## config.mk

```make
export PLATFORM = sky130hd
export DESIGN_NAME = rx_irq_ctrl
export DESIGN_NICKNAME = d
export VERILOG_FILES = /design/src/rtl/rxi_pkg.sv /design/src/rtl/rxi_err_latch.sv /design/src/rtl/rxi_arm.sv /design/src/rtl/rxi_req.sv /design/src/rtl/rx_irq_ctrl.sv
export SDC_FILE = /design/constraint.sdc
export NUM_CORES = 1
export LEC_CHECK = 0
export BUFFER_PORTS_ARGS = -buffer_cell sky130_fd_sc_hd__buf_2
export CORE_AREA = 2 2 39 41
export CTS_CLUSTER_SIZE = 16
export DETAILED_ROUTE_END_ITERATION = 16
export DIE_AREA = 0 0 41 43
export GPL_TIMING_DRIVEN = 0
export PLACE_DENSITY_LB_ADDON = 0.08
export SYNTH_ARGS = -nofsm -noshare
export SYNTH_HDL_FRONTEND = slang
export SYNTH_SLANG_ARGS = --single-unit
```

## constraint.sdc

```tcl
create_clock -name clk -period 2.2 [get_ports clk]
set_clock_uncertainty 0.15 [all_clocks]
set_input_delay 0.55 -clock clk [delete_from_list [all_inputs] [get_ports clk]]
set_output_delay 0.55 -clock clk [all_outputs]
set_load 0.02 [all_outputs]
```

## src/rtl/rxi_pkg.sv

```systemverilog
package rxi_pkg;
    localparam int MODE_W = 2;
    localparam int VEC_W  = 2;
    localparam int N_ERR  = 2;
    localparam int ERR_PAR = 0;
    localparam int ERR_OVR = 1;

    typedef enum logic [MODE_W-1:0] {
        MODE_POLL  = 2'b00,
        MODE_FIRST = 2'b01,
        MODE_EVERY = 2'b10,
        MODE_EVALT = 2'b11
    } rxi_mode_e;

    typedef enum logic [VEC_W-1:0] {
        VEC_NONE    = 2'b00,
        VEC_CHAR    = 2'b01,
        VEC_SPECIAL = 2'b10
    } rxi_vec_e;
endpackage

```

## src/rtl/rxi_err_latch.sv

```systemverilog
module rxi_err_latch #(
    parameter int N = 2
) (
    input  logic         clk,
    input  logic         rst_n,
    input  logic         char_top,
    input  logic [N-1:0] flag_in,
    input  logic         clr,
    output logic [N-1:0] sticky
);
    typedef struct packed {
        logic [N-1:0] bits;
    } st_t;

    st_t st_d, st_q;

    always_comb begin
        st_d = st_q;
        for (int i = 0; i < N; i++) begin
            if (clr) st_d.bits[i] = 1'b0;
            if (char_top && flag_in[i]) st_d.bits[i] = 1'b1;
        end
    end

    always_ff @(posedge clk or negedge rst_n) begin
        if (!rst_n) st_q <= '0;
        else        st_q <= st_d;
    end

    assign sticky = st_q.bits;
endmodule

```

## src/rtl/rxi_arm.sv

```systemverilog
module rxi_arm
    import rxi_pkg::*;
(
    input  logic              clk,
    input  logic              rst_n,
    input  logic [MODE_W-1:0] mode,
    input  logic              char_top,
    input  logic              rearm,
    output logic              armed
);
    typedef struct packed {
        logic armed;
    } st_t;

    st_t st_d, st_q;

    always_comb begin
        st_d = st_q;
        if (rxi_mode_e'(mode) != MODE_FIRST) st_d.armed = 1'b1;
        else if (char_top)                   st_d.armed = 1'b0;
        if (rearm) st_d.armed = 1'b1;
    end

    always_ff @(posedge clk or negedge rst_n) begin
        if (!rst_n) st_q <= '{armed: 1'b1};
        else        st_q <= st_d;
    end

    assign armed = st_q.armed;
endmodule

```

## src/rtl/rxi_req.sv

```systemverilog
module rxi_req
    import rxi_pkg::*;
(
    input  logic              clk,
    input  logic              rst_n,
    input  logic [MODE_W-1:0] mode,
    input  logic              char_top,
    input  logic              rd_strobe,
    input  logic              err_reset,
    input  logic              armed,
    input  logic              special,
    input  logic              sav_en,
    output logic              irq,
    output logic [VEC_W-1:0]  vec
);
    typedef struct packed {
        logic     pend;
        logic     spec;
        rxi_vec_e code;
    } st_t;

    st_t       st_d, st_q;
    rxi_mode_e m;
    logic      every, first, normal_hit;

    always_comb begin
        m          = rxi_mode_e'(mode);
        every      = (m == MODE_EVERY) || (m == MODE_EVALT);
        first      = (m == MODE_FIRST);
        normal_hit = every || (first && armed);

        st_d = st_q;
        if (rd_strobe)                st_d.pend = 1'b0;
        if (err_reset && st_q.spec)   st_d.pend = 1'b0;
        if (char_top && m != MODE_POLL) begin
            if (special) begin
                st_d.pend = 1'b1;
                st_d.spec = 1'b1;
                st_d.code = sav_en ? VEC_SPECIAL : VEC_CHAR;
            end else if (normal_hit) begin
                st_d.pend = 1'b1;
                st_d.spec = 1'b0;
                st_d.code = VEC_CHAR;
            end
        end
        if (m == MODE_POLL) st_d.pend = 1'b0;
    end

    always_ff @(posedge clk or negedge rst_n) begin
        if (!rst_n) st_q <= '{pend: 1'b0, spec: 1'b0, code: VEC_NONE};
        else        st_q <= st_d;
    end

    assign irq = st_q.pend;
    assign vec = st_q.pend ? st_q.code : VEC_NONE;
endmodule

```

## src/rtl/rx_irq_ctrl.sv

```systemverilog
module rx_irq_ctrl
    import rxi_pkg::*;
(
    input  logic              clk,
    input  logic              rst_n,
    input  logic              char_top,
    input  logic              char_par,
    input  logic              char_ovr,
    input  logic              rd_strobe,
    input  logic [MODE_W-1:0] int_mode,
    input  logic              sav_en,
    input  logic              par_sc_en,
    input  logic              err_reset,
    input  logic              rearm,
    output logic              avail,
    output logic              par_err,
    output logic              ovr_err,
    output logic              irq,
    output logic [VEC_W-1:0]  vec
);
    typedef struct packed {
        logic avail;
    } st_t;

    st_t             st_d, st_q;
    logic [N_ERR-1:0] flags_now, sticky;
    logic             armed, special, par_counts;
    rxi_mode_e        m;

    assign flags_now[ERR_PAR] = char_par;
    assign flags_now[ERR_OVR] = char_ovr;

    rxi_err_latch #(.N(N_ERR)) u_err (
        .clk(clk), .rst_n(rst_n), .char_top(char_top),
        .flag_in(flags_now), .clr(err_reset), .sticky(sticky)
    );

    rxi_arm u_arm (
        .clk(clk), .rst_n(rst_n), .mode(int_mode),
        .char_top(char_top), .rearm(rearm), .armed(armed)
    );

    always_comb begin
        m          = rxi_mode_e'(int_mode);
        par_counts = par_sc_en && (m == MODE_EVERY || m == MODE_EVALT);
        special    = (sticky[ERR_OVR] || char_ovr)
                   || (par_counts && (sticky[ERR_PAR] || char_par));
        st_d = st_q;
        if (rd_strobe) st_d.avail = 1'b0;
        if (char_top)  st_d.avail = 1'b1;
    end

    always_ff @(posedge clk or negedge rst_n) begin
        if (!rst_n) st_q <= '0;
        else        st_q <= st_d;
    end

    rxi_req u_req (
        .clk(clk), .rst_n(rst_n), .mode(int_mode), .char_top(char_top),
        .rd_strobe(rd_strobe), .err_reset(err_reset), .armed(armed),
        .special(special), .sav_en(sav_en), .irq(irq), .vec(vec)
    );

    assign avail   = st_q.avail;
    assign par_err = sticky[ERR_PAR];
    assign ovr_err = sticky[ERR_OVR];
endmodule

```

==> out/metrics.cfg <==
[yosys]
ys_types=19
ys_warn_count=0
syn_area_sq_um=390
yosysSeqAreaShare=0.516
synthCells=38
synth.avg_cell_area_sq_um=10.3
synth-seq-cells=8
synth_nets=50

[clock_network]
post_cts_buffers=0
tritoncts=built
cts_hold_buf=1
clkLatencyLatePin_ns=0.25
numCtsBuffers=3
cts-resized-gates=0
clockRootBuffer=clkbuf_4
cts_sinks=8
cts_max_level=1
path_clk_slew_ns=0.06
clk_path_buf_depth=2

[route]
drc=0
via_per_inst=4.41
first_pass_iters=2
first_iter_violations=4
routed_wl_microns=864
wl_per_cell_microns=11.4
postRouteAntennaNets=0
dr_total_vias=335

[critical_path]
cpMaxStageDelayCell=dfrtp_1
critPathCaptureType=output port
crit_arrival_ns=0.93
startpoint_type=flop
path_class=reg -> out
critPathMaxFanout=4
cp_slowest_stage_delay_ns=0.40
cp_cell_sequence=and2_1, buf_2
crit_required_ns=1.50

[finish]
fill_cells=143
layout_common_cells=buf_2, dfrtp_1, nand2_1, inv_1
drive_gt1_frac=0.433
final_common_cell=buf_2
antenna_cells=0
area_delta_synth_final_pct=36.2
finish.net_count=73

[sta]
maxSlewViolCount=0
max_slew_margin=0.795
setup_tns_ns=0
worst_slack_ns=0.568
report.final.hold_viol_count=0
min_period_ns=1.63
rsz0062_at_grt=no
fin_crit_sh=0.742
max_freq_mhz=613
setup_viol=0
worst_pin_slew_ns=0.304

[placed_design]
io_buffers=17
place_ws_ns=0.688
place_hpwl_microns=718
gp_congestion=0.669

[pwr]
ir_drop_v=0.000287
total_power_mw=0.365
leakage_nw=0.266
powerDensity_nw_per_um2=686

[job]
maxCapViolations=0

[floorplanning]
start_util=0.282
dieWidth_microns=41
io-pin-count=18
coreArea_sq_um=1380
dieArea_sq_um=1760
num_rows=14
fp.dieH_microns=43

[global_routing]
grt_usage=0.114
grt_pass1_vias=322
grt_pass1_wl_mm=1.35
grt_overflow_total=0
antenna_found_initial=0
grt_start_max_net_pins=9

[status]
status=finished, final reports clean

[worst_hold_path]
holdCritPathClass=reg -> reg

## worst max-delay path, delay by kind of cell, from the launching register on
kind,cells,cell delay (ns)
buffers and inverters,1,0.15
DFF,1,0.40
and+or+nand+nor,1,0.14
## worst paths after layout
kind / to / slack (ns) / from / cells after the start
min in group asynchronous: u_req.st_q[0]$_DFFE_PN0P_ / 0.52 / rst_n / 2
max in group asynchronous: u_arm.armed$_DFFE_PN1P_ / 1.13 / rst_n / 2
min reg2reg: avail$_DFFE_PN0P_ / 0.33 / avail$_DFFE_PN0P_ / 1
min: avail$_DFFE_PN0P_ / 0.33 / avail$_DFFE_PN0P_ / 1
max: vec[1] / 0.57 / u_req.irq$_DFF_PN0_ / 2
max reg2reg: u_req.irq$_DFF_PN0_ / 0.99 / u_err.sticky[0]$_DFFE_PN0P_ / 3
## power by group
group | switching (mW) | total [mW] | internal, mW
clock | 0.0512 | 0.121 | 0.0695
sequential | 0.00882 | 0.171 | 0.162
combinational | 0.0403 | 0.0736 | 0.0333
## metal layers
metal / wire length, microns / GRT usage
met3: 72 / 0.0157
met4: 0 / 0.0800
met2: 409 / 0.159
met1: 382 / 0.156
met5: 0 / 0
## cells in the mapped netlist (all sizes together)
master,number,area (sq um)
dfrtp,7,175
inv,4,15.0
nand2,4,15.0
and2,3,18.8
nor2,3,11.3
o21ai,3,15.0
a21o,2,16.3
nand2b,2,12.5
a22o,1,10.0
a32o,1,10.0
a32oi,1,8.76
dfstp,1,26.3
nand3,1,5.00
o211ai,1,7.51
o21a,1,8.76
o21bai,1,7.51
o221a,1,11.3
o41ai,1,16.3
## flip-flops by register name, indices dropped and copies added, names as in the netlist
signal,cells
u_req.st_q,3
u_arm.armed,1
u_err.sticky,2
avail,1
u_req.irq,1
## final cells by class
type | count | area [sq um] | share of cell area
Tap cell | 16 | 20.0 | 0.0376
Sequential cell | 8 | 201 | 0.379
Timing Repair Buffer | 18 | 95.1 | 0.179
Inverter | 4 | 15.0 | 0.0282
Multi-Input combinational cell | 26 | 174 | 0.327
Clock buffer | 4 | 26.3 | 0.0494
## per-stage QoR
step	std cells	area, sq um	hold WS (ns)	utilization
detailed placement	71	495	0.254	0.358
global route	76	532	0.345	0.384
finish	76	532	0.332	0.384
CTS	76	532	0.331	0.384
floorplan	38	390	0.104	-
global placement	71	495	0.260	0.358
## kinds of logic (layout without fill, tap and decap cells)
family,count (synthesis),in the layout,synth area share
compound gates,13,13,0.285
simple gates,13,13,0.160
flops,8,8,0.516
buf+inv,4,26,0.0385
(Power assumes the default switching activity.)
